<file path="config.mk">
export PLATFORM = sky130hd
export DESIGN_NAME = uart_vote_rx
export DESIGN_NICKNAME = d
export VERILOG_FILES = /design/src/rtl/uart_vote_rx_pkg.sv /design/src/rtl/uart_vote_rx_sync.sv /design/src/rtl/uart_vote_rx_bit_timer.sv /design/src/rtl/uart_vote_rx_frame_ctrl.sv /design/src/rtl/uart_vote_rx.sv
export SDC_FILE = /design/constraint.sdc
export NUM_CORES = 1
export LEC_CHECK = 0
export CORE_ASPECT_RATIO = 0.6
export CORE_MARGIN = 2
export CORE_UTILIZATION = 66
export CTS_CLUSTER_SIZE = 14
export DETAILED_ROUTE_END_ITERATION = 7
export DONT_BUFFER_PORTS = 1
export PLACE_DENSITY = 0.82
export SYNTH_ARGS = -nofsm -noshare
export SYNTH_HDL_FRONTEND = slang
export SYNTH_SLANG_ARGS = --single-unit
</file>
<file path="constraint.sdc">
create_clock -name clk -period 5.2 [get_ports clk]
set_clock_uncertainty 0.05 [all_clocks]
set_input_delay 0.26 -clock clk [delete_from_list [all_inputs] [get_ports clk]]
set_output_delay 0.26 -clock clk [all_outputs]
set_load 0.05 [all_outputs]
</file>
<file path="src/rtl/uart_vote_rx_pkg.sv">
package uart_vote_rx_pkg;

  localparam int unsigned MAX_RATIO = 32;
  localparam int unsigned VOTE_TAPS = 3;

  typedef enum logic [2:0] {
    ST_IDLE,
    ST_START,
    ST_DATA,
    ST_PARITY,
    ST_STOP
  } rx_state_t;

  // Convert the ratio select code into clock cycles per bit.
  function automatic int unsigned ratio_of(input logic [1:0] sel);
    case (sel)
      2'd0:    return 8;
      2'd1:    return 16;
      default: return 32;
    endcase
  endfunction

  function automatic logic majority3(input logic [2:0] s);
    return (s[0] & s[1]) | (s[0] & s[2]) | (s[1] & s[2]);
  endfunction

endpackage

</file>
<file path="src/rtl/uart_vote_rx_sync.sv">
module uart_vote_rx_sync #(
  parameter int unsigned STAGES = 2
) (
  input  logic clk,
  input  logic rst,
  input  logic din,
  output logic dout,
  output logic fall
);

  logic [STAGES-1:0] chain_q;
  logic              prev_q;

  always_ff @(posedge clk) begin
    if (rst) begin
      chain_q <= '1;
      prev_q  <= 1'b1;
    end else begin
      chain_q <= {chain_q[STAGES-2:0], din};
      prev_q  <= chain_q[STAGES-1];
    end
  end

  assign dout = chain_q[STAGES-1];
  assign fall = prev_q & ~chain_q[STAGES-1];

  // A falling edge always follows a cycle in which the synchronized line was high.
  AST_FALL_AFTER_HIGH: assert property (@(posedge clk) disable iff (rst)
    fall |-> $past(dout));

endmodule

</file>
<file path="src/rtl/uart_vote_rx_bit_timer.sv">
module uart_vote_rx_bit_timer
  import uart_vote_rx_pkg::*;
#(
  parameter int unsigned CNT_W = 5
) (
  input  logic       clk,
  input  logic       rst,
  input  logic       start,
  input  logic       active,
  input  logic [1:0] ratio_sel,
  input  logic       line,
  output logic       bit_end,
  output logic       vote
);

  logic [CNT_W-1:0]     cnt_q;
  logic [CNT_W-1:0]     last_q;
  logic [CNT_W-1:0]     mid;
  logic [VOTE_TAPS-1:0] smp;

  // Cycle 0 of the start bit is the cycle in which the edge is seen, so the count resumes at 1.
  always_ff @(posedge clk) begin
    if (rst) begin
      cnt_q  <= '0;
      last_q <= CNT_W'(ratio_of(2'd0) - 1);
    end else if (start) begin
      cnt_q  <= CNT_W'(1);
      last_q <= CNT_W'(ratio_of(ratio_sel) - 1);
    end else if (active) begin
      if (cnt_q == last_q) cnt_q <= '0;
      else                 cnt_q <= cnt_q + CNT_W'(1);
    end
  end

  assign mid = (last_q >> 1) + CNT_W'(1);

  for (genvar k = 0; k < VOTE_TAPS; k++) begin : g_tap
    logic             tap_q;
    logic [CNT_W-1:0] pos;
    assign pos = mid + CNT_W'(k) - CNT_W'(1);
    always_ff @(posedge clk) begin
      if (rst)                        tap_q <= 1'b1;
      else if (active && cnt_q == pos) tap_q <= line;
    end
    assign smp[k] = tap_q;
  end

  assign bit_end = active && (cnt_q == last_q);
  assign vote    = majority3(smp);

  AST_CNT_BOUND: assert property (@(posedge clk) disable iff (rst)
    cnt_q <= last_q);
  AST_START_COUNT: assert property (@(posedge clk) disable iff (rst)
    start |=> cnt_q == CNT_W'(1));
  AST_RATIO_HELD: assert property (@(posedge clk) disable iff (rst)
    (active && !start) |=> $stable(last_q));

endmodule

</file>
<file path="src/rtl/uart_vote_rx_frame_ctrl.sv">
module uart_vote_rx_frame_ctrl
  import uart_vote_rx_pkg::*;
#(
  parameter int unsigned DATA_BITS = 8
) (
  input  logic                 clk,
  input  logic                 rst,
  input  logic                 fall,
  input  logic                 bit_end,
  input  logic                 vote,
  input  logic                 par_en,
  input  logic                 par_odd,
  output logic                 start,
  output logic                 active,
  output logic [DATA_BITS-1:0] rx_data,
  output logic                 rx_valid,
  output logic                 par_err,
  output logic                 stop_err
);

  localparam int unsigned IDX_W = $clog2(DATA_BITS);

  rx_state_t            state_q;
  logic [IDX_W-1:0]     idx_q;
  logic [DATA_BITS-1:0] shift_q;
  logic                 par_bit_q;
  logic                 cfg_pen_q;
  logic                 cfg_podd_q;
  logic                 par_bad;
  logic                 stop_bad;

  assign start    = (state_q == ST_IDLE) && fall;
  assign active   = (state_q != ST_IDLE);
  assign par_bad  = cfg_pen_q && (par_bit_q != ((^shift_q) ^ cfg_podd_q));
  assign stop_bad = ~vote;

  always_ff @(posedge clk) begin
    if (rst) begin
      state_q    <= ST_IDLE;
      idx_q      <= '0;
      shift_q    <= '0;
      par_bit_q  <= 1'b0;
      cfg_pen_q  <= 1'b0;
      cfg_podd_q <= 1'b0;
      rx_data    <= '0;
      rx_valid   <= 1'b0;
      par_err    <= 1'b0;
      stop_err   <= 1'b0;
    end else begin
      rx_valid <= 1'b0;
      par_err  <= 1'b0;
      stop_err <= 1'b0;
      case (state_q)
        ST_IDLE: begin
          if (fall) begin
            state_q    <= ST_START;
            cfg_pen_q  <= par_en;
            cfg_podd_q <= par_odd;
          end
        end
        ST_START: begin
          if (bit_end) begin
            idx_q   <= '0;
            state_q <= vote ? ST_IDLE : ST_DATA;
          end
        end
        ST_DATA: begin
          if (bit_end) begin
            shift_q <= {vote, shift_q[DATA_BITS-1:1]};
            if (idx_q == IDX_W'(DATA_BITS - 1))
              state_q <= cfg_pen_q ? ST_PARITY : ST_STOP;
            else
              idx_q <= idx_q + IDX_W'(1);
          end
        end
        ST_PARITY: begin
          if (bit_end) begin
            par_bit_q <= vote;
            state_q   <= ST_STOP;
          end
        end
        ST_STOP: begin
          if (bit_end) begin
            state_q  <= ST_IDLE;
            par_err  <= par_bad;
            stop_err <= stop_bad;
            if (!par_bad && !stop_bad) begin
              rx_valid <= 1'b1;
              rx_data  <= shift_q;
            end
          end
        end
        default: state_q <= ST_IDLE;
      endcase
    end
  end

  AST_VALID_PULSE: assert property (@(posedge clk) disable iff (rst)
    rx_valid |=> !rx_valid);
  AST_VALID_NO_ERR: assert property (@(posedge clk) disable iff (rst)
    rx_valid |-> (!par_err && !stop_err));
  AST_DATA_HOLD: assert property (@(posedge clk) disable iff (rst)
    !rx_valid |-> $stable(rx_data));
  AST_NOISE_START: assert property (@(posedge clk) disable iff (rst)
    (state_q == ST_START && bit_end && vote) |=> (state_q == ST_IDLE && !rx_valid));
  AST_PAR_OFF: assert property (@(posedge clk) disable iff (rst)
    (state_q == ST_PARITY) |-> cfg_pen_q);

endmodule

</file>
<file path="src/rtl/uart_vote_rx.sv">
module uart_vote_rx
  import uart_vote_rx_pkg::*;
#(
  parameter int unsigned DATA_BITS   = 8,
  parameter int unsigned SYNC_STAGES = 2,
  parameter int unsigned CNT_W       = $clog2(MAX_RATIO)
) (
  input  logic                 clk,
  input  logic                 rst,
  input  logic                 rx_line,
  input  logic [1:0]           ratio_sel,
  input  logic                 par_en,
  input  logic                 par_odd,
  output logic [DATA_BITS-1:0] rx_data,
  output logic                 rx_valid,
  output logic                 par_err,
  output logic                 stop_err
);

  logic line_s;
  logic line_fall;
  logic start;
  logic active;
  logic bit_end;
  logic vote;

  uart_vote_rx_sync #(.STAGES(SYNC_STAGES)) u_sync (
    .clk  (clk),
    .rst  (rst),
    .din  (rx_line),
    .dout (line_s),
    .fall (line_fall)
  );

  uart_vote_rx_bit_timer #(.CNT_W(CNT_W)) u_timer (
    .clk       (clk),
    .rst       (rst),
    .start     (start),
    .active    (active),
    .ratio_sel (ratio_sel),
    .line      (line_s),
    .bit_end   (bit_end),
    .vote      (vote)
  );

  uart_vote_rx_frame_ctrl #(.DATA_BITS(DATA_BITS)) u_ctrl (
    .clk      (clk),
    .rst      (rst),
    .fall     (line_fall),
    .bit_end  (bit_end),
    .vote     (vote),
    .par_en   (par_en),
    .par_odd  (par_odd),
    .start    (start),
    .active   (active),
    .rx_data  (rx_data),
    .rx_valid (rx_valid),
    .par_err  (par_err),
    .stop_err (stop_err)
  );

endmodule

</file>
* Word level (Yosys, flattened, before mapping)
Cells that the tools add are included.
** Storage, ports and cells
- Output and inout port bits :: 11
- Word-level logic and storage cells :: 97
- Memories :: 0
- Bits in read-only memories :: 0
- Bits in registers :: 44
- RAM bits :: 0
- Bits in latches :: 0
- Bits of input ports :: 7
** Cells by class
- Multiplexer cells :: 19
- Reduce and logical (&&, ||, !) cells :: 22
- Add/sub/neg operators :: 9
- Bitwise logic cells :: 11
- Shift operators :: 0
- Equal/unequal tests :: 18
- Multiply operators :: 0
- Divide/modulo/power cells :: 0
- Magnitude comparators :: 0
** Operators with widths (number)
- 3-bit 2-to-1 mux :: 9
- 5-bit == test :: 4
- 5-bit by 1-bit subtractor with 5-bit output, second input constant :: 4
- 5-bit 2-to-1 mux :: 3
- 3-bit one-hot mux with 5 select lines :: 1
- 5-bit by 1-bit adder with 5-bit output, second input constant :: 2
- 2-bit inequality test, second input constant :: 5
- 5-bit one-hot mux with 2 select lines :: 1
- 8-bit XOR reduction :: 1
- 1-bit logical AND :: 7
- 3-bit by 2-bit == test with 1-bit output, second input constant :: 2
- 3-bit == test, second input constant :: 2
- 3-bit one-hot mux with 2 select lines :: 1
- 2-bit AND reduction :: 3
- 6-bit AND reduction :: 1
- 4-bit by 1-bit adder with 5-bit output, second input constant :: 1
- 5-bit by 2-bit adder with 5-bit output, second input constant :: 1
- 1-bit AND :: 4
- 2-bit by 1-bit inequality test with 1-bit output, second input constant :: 2
- 1-bit inverter :: 4
- 4-bit AND reduction :: 1
- 2-bit nonzero test :: 2
- 3-bit by 1-bit adder with 3-bit output, second input constant :: 1
- 3-bit by 1-bit == test with 1-bit output, second input constant :: 1
- other kinds (13) :: 16

* Logic depth before layout (Yosys ltp)
- Depth in word-level cells :: 7
- Gate-level depth with buffers :: 7
- Mapped depth without buffers :: 7

* By module
Synthesis repeated with hierarchy kept, for this count alone.
** Unflattened totals
- Cells, all modules :: 223
- Area, all modules :: 1951.9 µm²
** By module, submodules not included
- uart_vote_rx_frame_ctrl :: area each 1247.4 µm², instances 1, cells each 147
- uart_vote_rx_bit_timer :: area each 619.3 µm², instances 1, cells each 69
- uart_vote_rx_sync :: area each 85.1 µm², instances 1, cells each 7

* Least setup slack after synthesis
Ideal clock, no wire load.
- Path type :: reg-to-reg
- From :: register u_ctrl.shift_q[3]
- To :: register u_ctrl.rx_data[0]
- Data arrival time :: 1.996 ns
- Path slack :: 3.083 ns
- Clock period less this slack :: 2.117 ns
- Stages on the path, launching flop included :: 6
- Path buffers :: 0
- Cell sequence :: dfxtp_1 xor2_1 xnor3_1 xnor2_1 a2111oi_4 mux2i_1
** Between the ends
- Cells in the longest elaborated chain, start to end :: 7
** RTL lines
- from (decl) :: RTL line uart_vote_rx_frame_ctrl.sv:25 : logic [DATA_BITS-1:0] shift_q;
- from (signal assigned) :: RTL line uart_vote_rx_frame_ctrl.sv:69 : shift_q <= {vote, shift_q[DATA_BITS-1:1]};
- 8-bit XOR reduction :: RTL line uart_vote_rx_frame_ctrl.sv:34 : assign par_bad = cfg_pen_q && (par_bit_q != ((^shift_q) ^ cfg_podd_q));
- 1-bit XOR :: RTL line uart_vote_rx_frame_ctrl.sv:34
- 1-bit inequality test :: RTL line uart_vote_rx_frame_ctrl.sv:34
- 1-bit logical AND :: RTL line uart_vote_rx_frame_ctrl.sv:34
- 1-bit zero test :: RTL line uart_vote_rx_frame_ctrl.sv:87 : if (!par_bad && !stop_bad) begin
- 1-bit logical AND :: RTL line uart_vote_rx_frame_ctrl.sv:87
- 3-bit AND reduction (no source line)
- to (signal assigned) :: RTL line uart_vote_rx_frame_ctrl.sv:89 : rx_data <= shift_q;
- to (decl) :: RTL line uart_vote_rx_frame_ctrl.sv:15 : output logic [DATA_BITS-1:0] rx_data,
No other way between the ends.
A chain may end at the register's enable or synchronous reset.

* Final worst setup path
- From :: register u_ctrl.shift_q[3]
- To :: register u_ctrl.rx_data[3]
** Between the ends
- Cells in the longest elaborated chain, start to end :: 7
** RTL lines (RTL line)
- 8-bit XOR reduction :: uart_vote_rx_frame_ctrl.sv:34
- 1-bit XOR :: uart_vote_rx_frame_ctrl.sv:34
- 1-bit inequality test :: uart_vote_rx_frame_ctrl.sv:34
- 1-bit logical AND :: uart_vote_rx_frame_ctrl.sv:34
- 1-bit zero test :: uart_vote_rx_frame_ctrl.sv:87
- 1-bit logical AND :: uart_vote_rx_frame_ctrl.sv:87
- 3-bit AND reduction (no source line)
Several ways; a longest one is shown, not always the timed one.

==> results.sh <==
export IMPL_status="complete, no violations"
export IMPL_gp_congestion=0.837
export IMPL_cts_buffer_depth=2
export IMPL_num_vias=1435
export IMPL_hold_viol_final=0
export IMPL_syn_num_nets=221
export IMPL_required_ns=5.37
export IMPL_via_per_inst=5.79
export IMPL_final_nets=219
export IMPL_numPortBuffers=0
export IMPL_rows=15
export IMPL_grt_util_met3_pct=8.19
export IMPL_met1_usage_pct=34.2
export IMPL_seq_area_um2=821
export IMPL_finalCritPeriodShare_pct=46.9
export IMPL_cp_max_fo=9
export IMPL_rsz0062_at_grt="no"
export IMPL_syn_instance_count=207
export IMPL_die_h_um=46.0
export IMPL_switching_share_pct=21.3
export IMPL_yosysUniqueCellTypes=35
export IMPL_crit_type="register to register"
export IMPL_clock_power_share_pct=43.9
export IMPL_drc=0
export IMPL_htreeDepth=2
export IMPL_slew_headroom_pct=43.7
export IMPL_period_minus_slack_ns=2.44
export IMPL_p_sw_uw=131
export IMPL_p_int_uw=484
export IMPL_synth_edff_count=0
export IMPL_coreArea_um2=2830
export IMPL_cts_resized=0
export IMPL_combPwrFrac_pct=3.9
export IMPL_start_util_pct=68.3
export IMPL_hold_class="input port to register"
export IMPL_fp_dieW_um=73.9
export IMPL_fmax_mhz=410
export IMPL_cts_root_buf="clkbuf_8"
export IMPL_drtPass1Iterations=4
export IMPL_worstPathArrival_ns=2.61
export IMPL_leakage_uw=0.000701
export IMPL_finalSetupTns_ns=0
export IMPL_numCtsBuffers=5
export IMPL_diodes=0
export IMPL_clk_pin_slew_ns=0.08
export IMPL_crit_chain="xor2_1 -> xnor3_1 -> xnor2_1 -> a2111oi_4 -> mux2i_1"
export IMPL_met2_usage_pct=34.1
export IMPL_synth_warnings=0
export IMPL_cts_setup_buffers=0
export IMPL_grt_pass1_vias=1296
export IMPL_crit_path_start="u_ctrl.shift_q[3]"
export IMPL_ant_nets=0
export IMPL_dp_hpwl_um=2560
export IMPL_maxCapViolations=0
export IMPL_ys_ff_latch=41
export IMPL_wl_per_cell_um=15.0
export IMPL_drt_wl_total_um=3720
export IMPL_final_common_cell="dfxtp_1"
export IMPL_drive_gt1_share_pct=6.80
export IMPL_num_io_pins=18
export IMPL_final_cell_mix="dfxtp_1 (41), nor2_1 (26), mux2i_1 (21)"
export IMPL_clock_latency_ns=0.30
export IMPL_cts_tree="done"
export IMPL_peakVddDrop_mv=0.199
export IMPL_cp_end_kind="register"
export IMPL_dieArea_um2=3400
export IMPL_avgSynthCellArea_um2=9.36
export IMPL_hp_start="rst"
export IMPL_synthArstFlopShare_pct=0
export IMPL_tightest_slew_ns=0.841
export IMPL_busiest_layer="met1"
export IMPL_grt_ovfl_total=0
export IMPL_drt_iter0_markers=102
export IMPL_antenna_found_initial=0
export IMPL_reg2reg_from="u_ctrl.shift_q[3]"
export IMPL_power_density_nw_per_um2=295
export IMPL_cts_sinks=41
export IMPL_synthToLayoutAreaGrowth_pct=7.82
export IMPL_track_usage_pct=24.2
export IMPL_ys_flop_type="dfxtp_1"
export IMPL_finalMaxSlewViolations=0
export IMPL_grt_pass1_wl_um=5980
export IMPL_n_fill_cell=213
export IMPL_multiInputGateArea_um2=1060
export IMPL_start_kind="register"
export IMPL_grt_max_degree=27
export IMPL_cpPeakStageDelay_ns=0.82
export IMPL_worst_slack_ns=2.76
export IMPL_slowest_stage="a2111oi_4"
export IMPL_synth_seq_area_share_pct=42.4
export IMPL_post_place_ws_ns=2.81
export IMPL_setup_violations=0
export IMPL_netlist_area_um2=1940
export IMPL_share_seq_of_total_power_pct=52.2
export IMPL_cts_hold_buffers=1
==> state kept, by name, indices dropped and copies added, names as in the netlist <==
signal / count
u_ctrl.stop_err: 1
u_ctrl.par_err: 1
u_sync.chain_q: 2
u_ctrl.cfg_podd_q: 1
u_sync.prev_q: 1
u_ctrl.cfg_pen_q: 1
u_ctrl.rx_data: 8
u_timer.g_tap.tap_q: 3
u_timer.last_q: 2
u_timer.cnt_q: 5
u_ctrl.rx_valid: 1
u_ctrl.idx_q: 3
u_ctrl.par_bit_q: 1
u_ctrl.shift_q: 8
u_ctrl.state_q: 3
==> power by group through the flow <==
| stage | Combinational (µW) | Clock, µW | Sequential, µW |
|---|---|---|---|
| floorplan | 21.8 | 0 | 327 |
| global placement | 19.0 | 0 | 329 |
| detailed placement | 19.7 | 0 | 329 |
| CTS | 23.2 | 272 | 322 |
| global route | 26.5 | 287 | 323 |
| finish | 24.0 | 270 | 322 |
==> metal layers <==
| layer | wire length [µm] | share of wire, % |
|---|---|---|
| met1 | 1830 | 49 |
| met2 | 1580 | 42 |
| met3 | 258 | 6.9 |
| met4 | 51 | 1.4 |
| met5 | 0 | 0 |
==> area by class of cell <==
class	count	area share (%)
inverters	4	0.719
repair buffers	2	0.959
well taps	42	2.52
flip-flops and latches	41	39.3
clock inverters	2	1.80
clock buffers	6	3.95
multi-input cells	151	50.7
==> metrics by stage <==
step,util (%),hold WS (ns),instances,power [µW],area (µm²)
after floorplan,-,0.314,207,349,1940
after global placement,68.7,0.283,238,348,1950
after global routing,73.7,0.00404,248,636,2090
after detailed placement,68.7,0.285,238,349,1950
final,73.7,0.0170,248,616,2090
after CTS,73.3,0.00224,247,616,2080
==> cells by family after synthesis <==
family | synth area share [%]
adders and majority gates | 4.52
muxes | 10.9
xor gates and xnor gates | 7.95
and+or+nand+nor | 22.4
AOI/OAI and AO/OA | 8.98
buffers and inverters | 2.91
DFF | 42.4
==> final timing paths <==
kind / to / slack [ns] / depth (start not counted)
worst max-delay path: u_ctrl.rx_data[3] / 2.76 / 5
worst min register to register: u_sync.chain_q[1] / 0.37 / 1
worst max register to register: u_ctrl.rx_data[3] / 2.76 / 5
worst min-delay path: u_sync.prev_q / 0.02 / 1
==> cell usage after synthesis, drive strengths merged (4+ instances only) <==
cell / count / area share, %
nand2b: 20 / 6.5
dfxtp: 41 / 42
or2: 4 / 1.3
nor4: 4 / 1.3
nand3: 6 / 1.6
nand4: 4 / 1.3
ha: 7 / 4.5
mux2i: 21 / 11
xnor2: 11 / 5.0
nand2: 5 / 0.97
xor2: 4 / 1.8
nor2: 27 / 5.4
inv: 4 / 0.77
a21oi: 9 / 2.3
nor3: 5 / 1.3
clkbuf: 11 / 2.1
==> critical path: cells and delay by family (launching register included) <==
kind           cells  cell delay, ns
multiplexers       1            0.30
AO/OA/AOI/OAI      1            0.82
XOR/XNOR           3            0.77
flip-flops         1            0.42
Power figures use the tool's default switching activity.
